### src/rtl/mc_irq_barrier.sv
module mc_irq_barrier #(
  parameter int NC       = 4,
  parameter int DW       = 32,
  parameter int VEC_BASE = 1000,
  localparam int CIDW    = (NC > 1) ? $clog2(NC) : 1
) (
  input  logic               clk,
  input  logic               rst_n,
  input  logic [NC-1:0]      hw_irq,
  input  logic [NC-1:0]      swi_req,
  input  logic [NC-1:0]      ei_req,
  input  logic [NC-1:0]      di_req,
  input  logic [NC-1:0]      ipi_req,
  input  logic [NC*DW-1:0]   ipi_target,
  input  logic [NC-1:0]      wfi_req,
  input  logic [NC-1:0]      sync_req,
  output logic [NC-1:0]      take_irq,
  output logic [NC*DW-1:0]   vec_addr,
  output logic [NC*CIDW-1:0] core_id,
  output logic [NC-1:0]      stall,
  output logic               sync_done
);

  logic [NC-1:0] en, pend_hw, pend_sw, wfi_st, arrived, ipi_hit, any_pend;

  always_comb begin
    ipi_hit = '0;
    for (int s = 0; s < NC; s++)
      if (ipi_req[s] && (ipi_target[s*DW +: DW] < DW'(NC)))
        ipi_hit[ipi_target[s*DW +: CIDW]] = 1'b1;
  end

  assign any_pend  = pend_hw | pend_sw;
  assign take_irq  = en & any_pend;
  assign sync_done = &(arrived | sync_req);
  assign stall     = wfi_st | arrived;

  always_ff @(posedge clk) begin
    if (!rst_n) begin
      en      <= '0;
      pend_hw <= '0;
      pend_sw <= '0;
      wfi_st  <= '0;
      arrived <= '0;
    end else begin
      en      <= (en | ei_req) & ~di_req & ~take_irq;
      pend_hw <= (pend_hw & ~take_irq) | hw_irq | ipi_hit;
      pend_sw <= (pend_sw & ~take_irq) | swi_req;
      wfi_st  <= (wfi_st | wfi_req) & ~any_pend;
      arrived <= sync_done ? '0 : (arrived | sync_req);
    end
  end

  for (genvar i = 0; i < NC; i++) begin : g_core
    assign vec_addr[i*DW +: DW]     = DW'(VEC_BASE + i);
    assign core_id[i*CIDW +: CIDW]  = CIDW'(i);
  end

endmodule


### config.mk
export PLATFORM = sky130hd
export DESIGN_NAME = mc_irq_barrier
export DESIGN_NICKNAME = d
export VERILOG_FILES = /design/src/rtl/mc_irq_barrier.sv
export SDC_FILE = /design/constraint.sdc
export NUM_CORES = 1
export LEC_CHECK = 0
export ABC_AREA = 1
export CORE_AREA = 2 2 118 120
export DETAILED_ROUTE_END_ITERATION = 7
export DIE_AREA = 0 0 120 122
export DONT_BUFFER_PORTS = 1
export GPL_ROUTABILITY_DRIVEN = 0
export SETUP_SLACK_MARGIN = 0.02
export SLEW_MARGIN = 20
export SYNTH_ARGS = -nofsm -noshare
export SYNTH_HDL_FRONTEND = slang
export SYNTH_SLANG_ARGS = --single-unit
### constraint.sdc
create_clock -name clk -period 1.2 [get_ports clk]
set_input_delay 0.24 -clock clk [delete_from_list [all_inputs] [get_ports clk]]
set_output_delay 0.24 -clock clk [all_outputs]
set_load 0.01 [all_outputs]
# == After elaboration in Yosys (flattened, before gate mapping) ==
# Index checks and enable logic that the tools add are counted.
# classes
n_lt_le_gt_ge,12
n_mux,12
n_bitwise,21
reduce_logical,10
# op_table
cell,n
"32-bit by 3-bit less-than comparator with 1-bit output, second input constant",4
4-bit bitwise OR,11
4-bit bitwise AND,6
4-bit 2-to-1 mux,4
"2-bit by 3-bit less-than comparator with 1-bit output, second input constant",4
4-bit inverter,3
1-bit demux with 2-bit select,4
"2-bit by 1-bit >= comparator with 1-bit output, second input constant",4
1-bit logical AND,8
1-bit 2-to-1 mux,4
4-bit AND reduction,1
2-bit OR reduction,1
1-bit inverter,1
# totals
ff_bits,20
in_bits,158
out_inout_bits,145
word_cells,60

# == Logic depth before layout (Yosys ltp) ==
# logic_depth
ltp_word,12
mapped_depth,9
depth_no_buf,9

# == Worst setup path before layout ==
# No wires, ideal clock.
# synth_path
kind,reg2reg
start,register arrived[0]
end,register arrived[3]
setup_time_ps,116
arrival_ps,1102
t_required_ps,1084
slack_ps,-18
path_stages_with_launch,5
path_buffers,0
synth_period_minus_slack_ps,1218
path_cell_list,dfxtp_1 nor2_1 nor4_1 or2_2 nor2_1
# synth_between
elab_chain_len,3
# synth_rtl
element,line,source
"start, declared",24,"logic [NC-1:0] en, pend_hw, pend_sw, wfi_st, arrived, ipi_hit, any_pend;"
"start signal, assigned",50,arrived <= sync_done ? '0 : (arrived | sync_req);
4-bit bitwise OR,35,assign sync_done = &(arrived | sync_req);
4-bit AND reduction,35,
named net sync_done,21,output logic sync_done
2-bit OR reduction (no source line),-,
# The timed path passes the listed nets, and every way through them passes these cells.
# A chain may end at the register's enable or synchronous reset.

# == Worst setup path in the final report ==
# layout_path
start,register arrived[0]
end,output sync_done
# layout_between
elab_chain_len,2
# layout_rtl
element,line
4-bit bitwise OR,35
4-bit AND reduction,35
"end, declared",21
# Every way passes these cells.

==> results <==
- The least setup slack across all paths after layout is -0.138 ns.
- The TritonCTS clock tree is built.
- Of all nets on the critical path, the largest fanout is 2.
- The initial utilization of the core area, before any placement, comes to 0.187.
- The first detailed-routing pass took 4 iterations.
- The number of buffers added on ports is 0.
- The final reports fail on negative setup slack.
- The total power is 1.93 mW.
- The post-layout net count is 597.
- The width of the chip is 120 um.
- In this run the deepest clock path goes through 2 buffers.
- The number of clock buffers added by TritonCTS is 3.
- The cell count after synthesis is 430.
- Of the total power, the clock network draws 0.378.
- The cell-internal power is 1.34 mW.
- The mean area per synthesized cell is 5.87 um^2.
- The analysis attributes to cell leakage a power of 1.24 nW.
- The number of DRC violations after detailed-routing iteration 0 is 29.
- The maximum clock rate is 748 MHz.
- The region available for standard cell placement spans 13,500 um^2.
- After synthesis the netlist holds a flip-flop and latch count of 20.
- STA puts the critical path data required time at 0.96 ns.
- The category of the worst setup path launch point is a register.
- The sequential cell fraction of total power is 0.381.
- The number of sinks handled by clock tree synthesis is 20.
- The slowest stage of the critical path belongs to the cell dfxtp_2.
- For this run, the slowest stage of the critical path takes 0.34 ns.
- The vertical die dimension is 122 um.
- The endpoint kind of the worst setup timing path is an output pin.
- Of the available clock period, the critical path in the final layout requires 1.11.
- The net switching fraction of the power is 0.308.
- The layout cell share with drive strength beyond 1 is 0.0708.
- Wires add up to 6250 um.
- Setup violations remaining at the end of the flow were counted as 1.
- For the final database, setup skew stands at 0.00267 ns.
- The clock latency of the later-clocked register in the worst-skew pair is 0.25 ns.
- Setup total negative slack on the finished layout was measured at -0.138 ns.
- The number of vias after detailed routing is 2,043.
- The floorplan step defined a die boundary enclosing 14,600 um^2.
- The initialized floorplan defines 43 standard-cell rows.
- The pin count of the biggest net entering global routing is 18.
- The switching power is 0.594 mW.
- The min-delay analysis places its worst path in the category in2reg.
- The residual DRC count is 0.
- In this run the remaining antenna-violating nets after routing total 0.
- The global-route usage over all layers is 0.0747.
- The final-report hold violation count came to 0.
- The count of non-filler cells in the finished layout is 618.
- The number of different library cells used by synthesis comes to 15.
- The repair_antennas step left the layout with diodes totalling 0.
- The shortest period the worst path allows is 1.34 ns.
- After global routing the overflow that remains totals 0.
- The run finished, with violations left.
- The portion of total power attributed to combinational logic is 0.241.
- The first global-routing pass estimated 8430 um of wire.
- Power spread over the standard cell area amounts to 802 nW/um^2.
- During I/O placement, the number of pins put on the boundary was 303.
- In this run the number of H-tree levels came out at 1.
- The arrival time at the worst endpoint is 1.10 ns.
- The number of warnings reported in the yosys synthesis log is 0.
- The via count of the first global-routing pass was 1,758.
- Once placement completed, the tool counted placed cells totaling 614.
- The max-capacitance violation count is 0.
- Once layout is complete, the utilization of the core stands at 0.178.
- In the final routed layout, each cell accounts on average for 10.1 um.
- The sequential-to-total area share from yosys stat is 0.159.
- The number of fillers in the final layout is 1,586.
- The final hold slack is 0.0687 ns.
- The number of buffers inserted by post-CTS setup repair is 0.
- The synthesis-to-layout area growth is -4.51%.
- The initial antenna violation count is 0.
- The half-perimeter wire length after placement is 5760 um.
- Summing every instance area after synthesis gives 2520 um^2.
- Setup repair after global routing could not meet its margin everywhere.
- The clock transition at the register clock pins on the worst setup and hold paths after CTS is 0.05 ns.
- The max-slew violation count is 0.
- The signal on the critical path passes through nor2_4 > nor4_4 > buf_4.
- The cell at the root of the clock tree is clkbuf_16.
- The average vias per placed instance is 3.31.
- The class of the most critical setup path is reg2out.
- The highest ir drop seen on vdd is 0.489 mV.
-- cell type report --
| class | count | area [um^2] | share of cell area |
|---|---|---|---|
| repair buffers | 7 | 52.6 | 0.0218 |
| multi-input cells | 370 | 1500 | 0.623 |
| clock buffers | 4 | 88.8 | 0.0369 |
| inverters | 37 | 139 | 0.0576 |
| well taps | 180 | 225 | 0.0935 |
| flip-flops and latches | 20 | 404 | 0.168 |
-- metrics by stage --
step / setup WS [ns] / instance area (um^2)
2_1_floorplan: 0.110 / 3030
3_3_place_gp: -0.131 / 2290
3_5_place_dp: -0.115 / 2290
4_1_cts: -0.117 / 2380
5_1_grt: -0.194 / 2410
6_report: -0.138 / 2410
-- synthesized netlist by cell type --
master | n | share of area
inv_1 | 36 | 0.054
nand2_1 | 65 | 0.097
o21ai_0 | 4 | 0.0079
nor2_1 | 124 | 0.18
or2_2 | 5 | 0.012
nand3_1 | 17 | 0.034
dfxtp_1 | 20 | 0.16
inv_2 | 1 | 0.0015
nor4_1 | 5 | 0.012
clkbuf_1 | 1 | 0.0015
buf_4 | 136 | 0.40
nor2_2 | 3 | 0.0074
a21oi_1 | 10 | 0.020
and2_1 | 1 | 0.0025
conb_1 | 2 | 0.0030
-- cell usage in the layout (no fill, tap or decap) --
| cell | count |
|---|---|
| buf_4 | 7 |
| nor4_1 | 4 |
| nor2_2 | 9 |
| o21ai_0 | 4 |
| inv_2 | 1 |
| nand2_1 | 65 |
| clkbuf_8 | 1 |
| nand3_1 | 17 |
| conb_1 | 136 |
| a21oi_1 | 10 |
| clkbuf_16 | 3 |
| nor4_4 | 1 |
| dfxtp_1 | 17 |
| and2_1 | 1 |
| or2_2 | 5 |
| nor2_4 | 1 |
| dfxtp_2 | 3 |
| inv_1 | 36 |
| nor2_1 | 117 |
-- metal layers --
layer / wire, um / global-route usage / vias to the layer above
met1: 2150 / 0.0768 / 838
met2: 3220 / 0.146 / 160
met3: 703 / 0.0201 / 8
met4: 172 / 0.0228 / 0
li1: - / - / 1037
met5: 0 / 0 / -
-- worst max-delay path, delay by kind of cell (launching register included) --
family	cells	cell delay, ns
flops	1	0.34
simple gates	2	0.34
buf+inv	1	0.17
-- sequential cells by signal (all words and copies together) (netlist names) --
name,count
en,4
arrived,4
pend_hw,4
wfi_st,4
pend_sw,4
-- timing repair --
item	4_1_cts	5_1_grt
resized for setup	4	8
setup endpoints to repair	2	5
gates cloned	0	0
pin swaps	1	1
hold buffers	0	0
-- final timing paths --
check             startpoint         end  slack [ns]  cells after the start
setup / recovery  arrived[0]   sync_done       -0.14                      3
hold reg to reg   pend_sw[2]  pend_sw[2]        0.48                      2
hold / removal     di_req[3]       en[3]        0.07                      1
setup reg to reg  arrived[3]  arrived[1]        0.11                      4
-- power groups by stage --
| stage | combinational, mW | clock (mW) | sequential, mW |
|---|---|---|---|
| 6_report | 0.465 | 0.731 | 0.737 |
| 5_1_grt | 0.535 | 0.784 | 0.743 |
| 4_1_cts | 0.446 | 0.750 | 0.734 |
| 3_5_place_dp | 0.443 | 0 | 0.747 |
| 3_3_place_gp | 0.440 | 0 | 0.746 |
| 2_1_floorplan | 0.722 | 0 | 0.741 |
-- cells by family after synthesis --
logic type | after synthesis | synth area share
flops | 20 | 0.159
compound gates | 14 | 0.0278
simple gates | 220 | 0.350
buf+inv | 174 | 0.461
other cells | 2 | 0.00298
No activity file was read; power rests on OpenSTA's default activity.
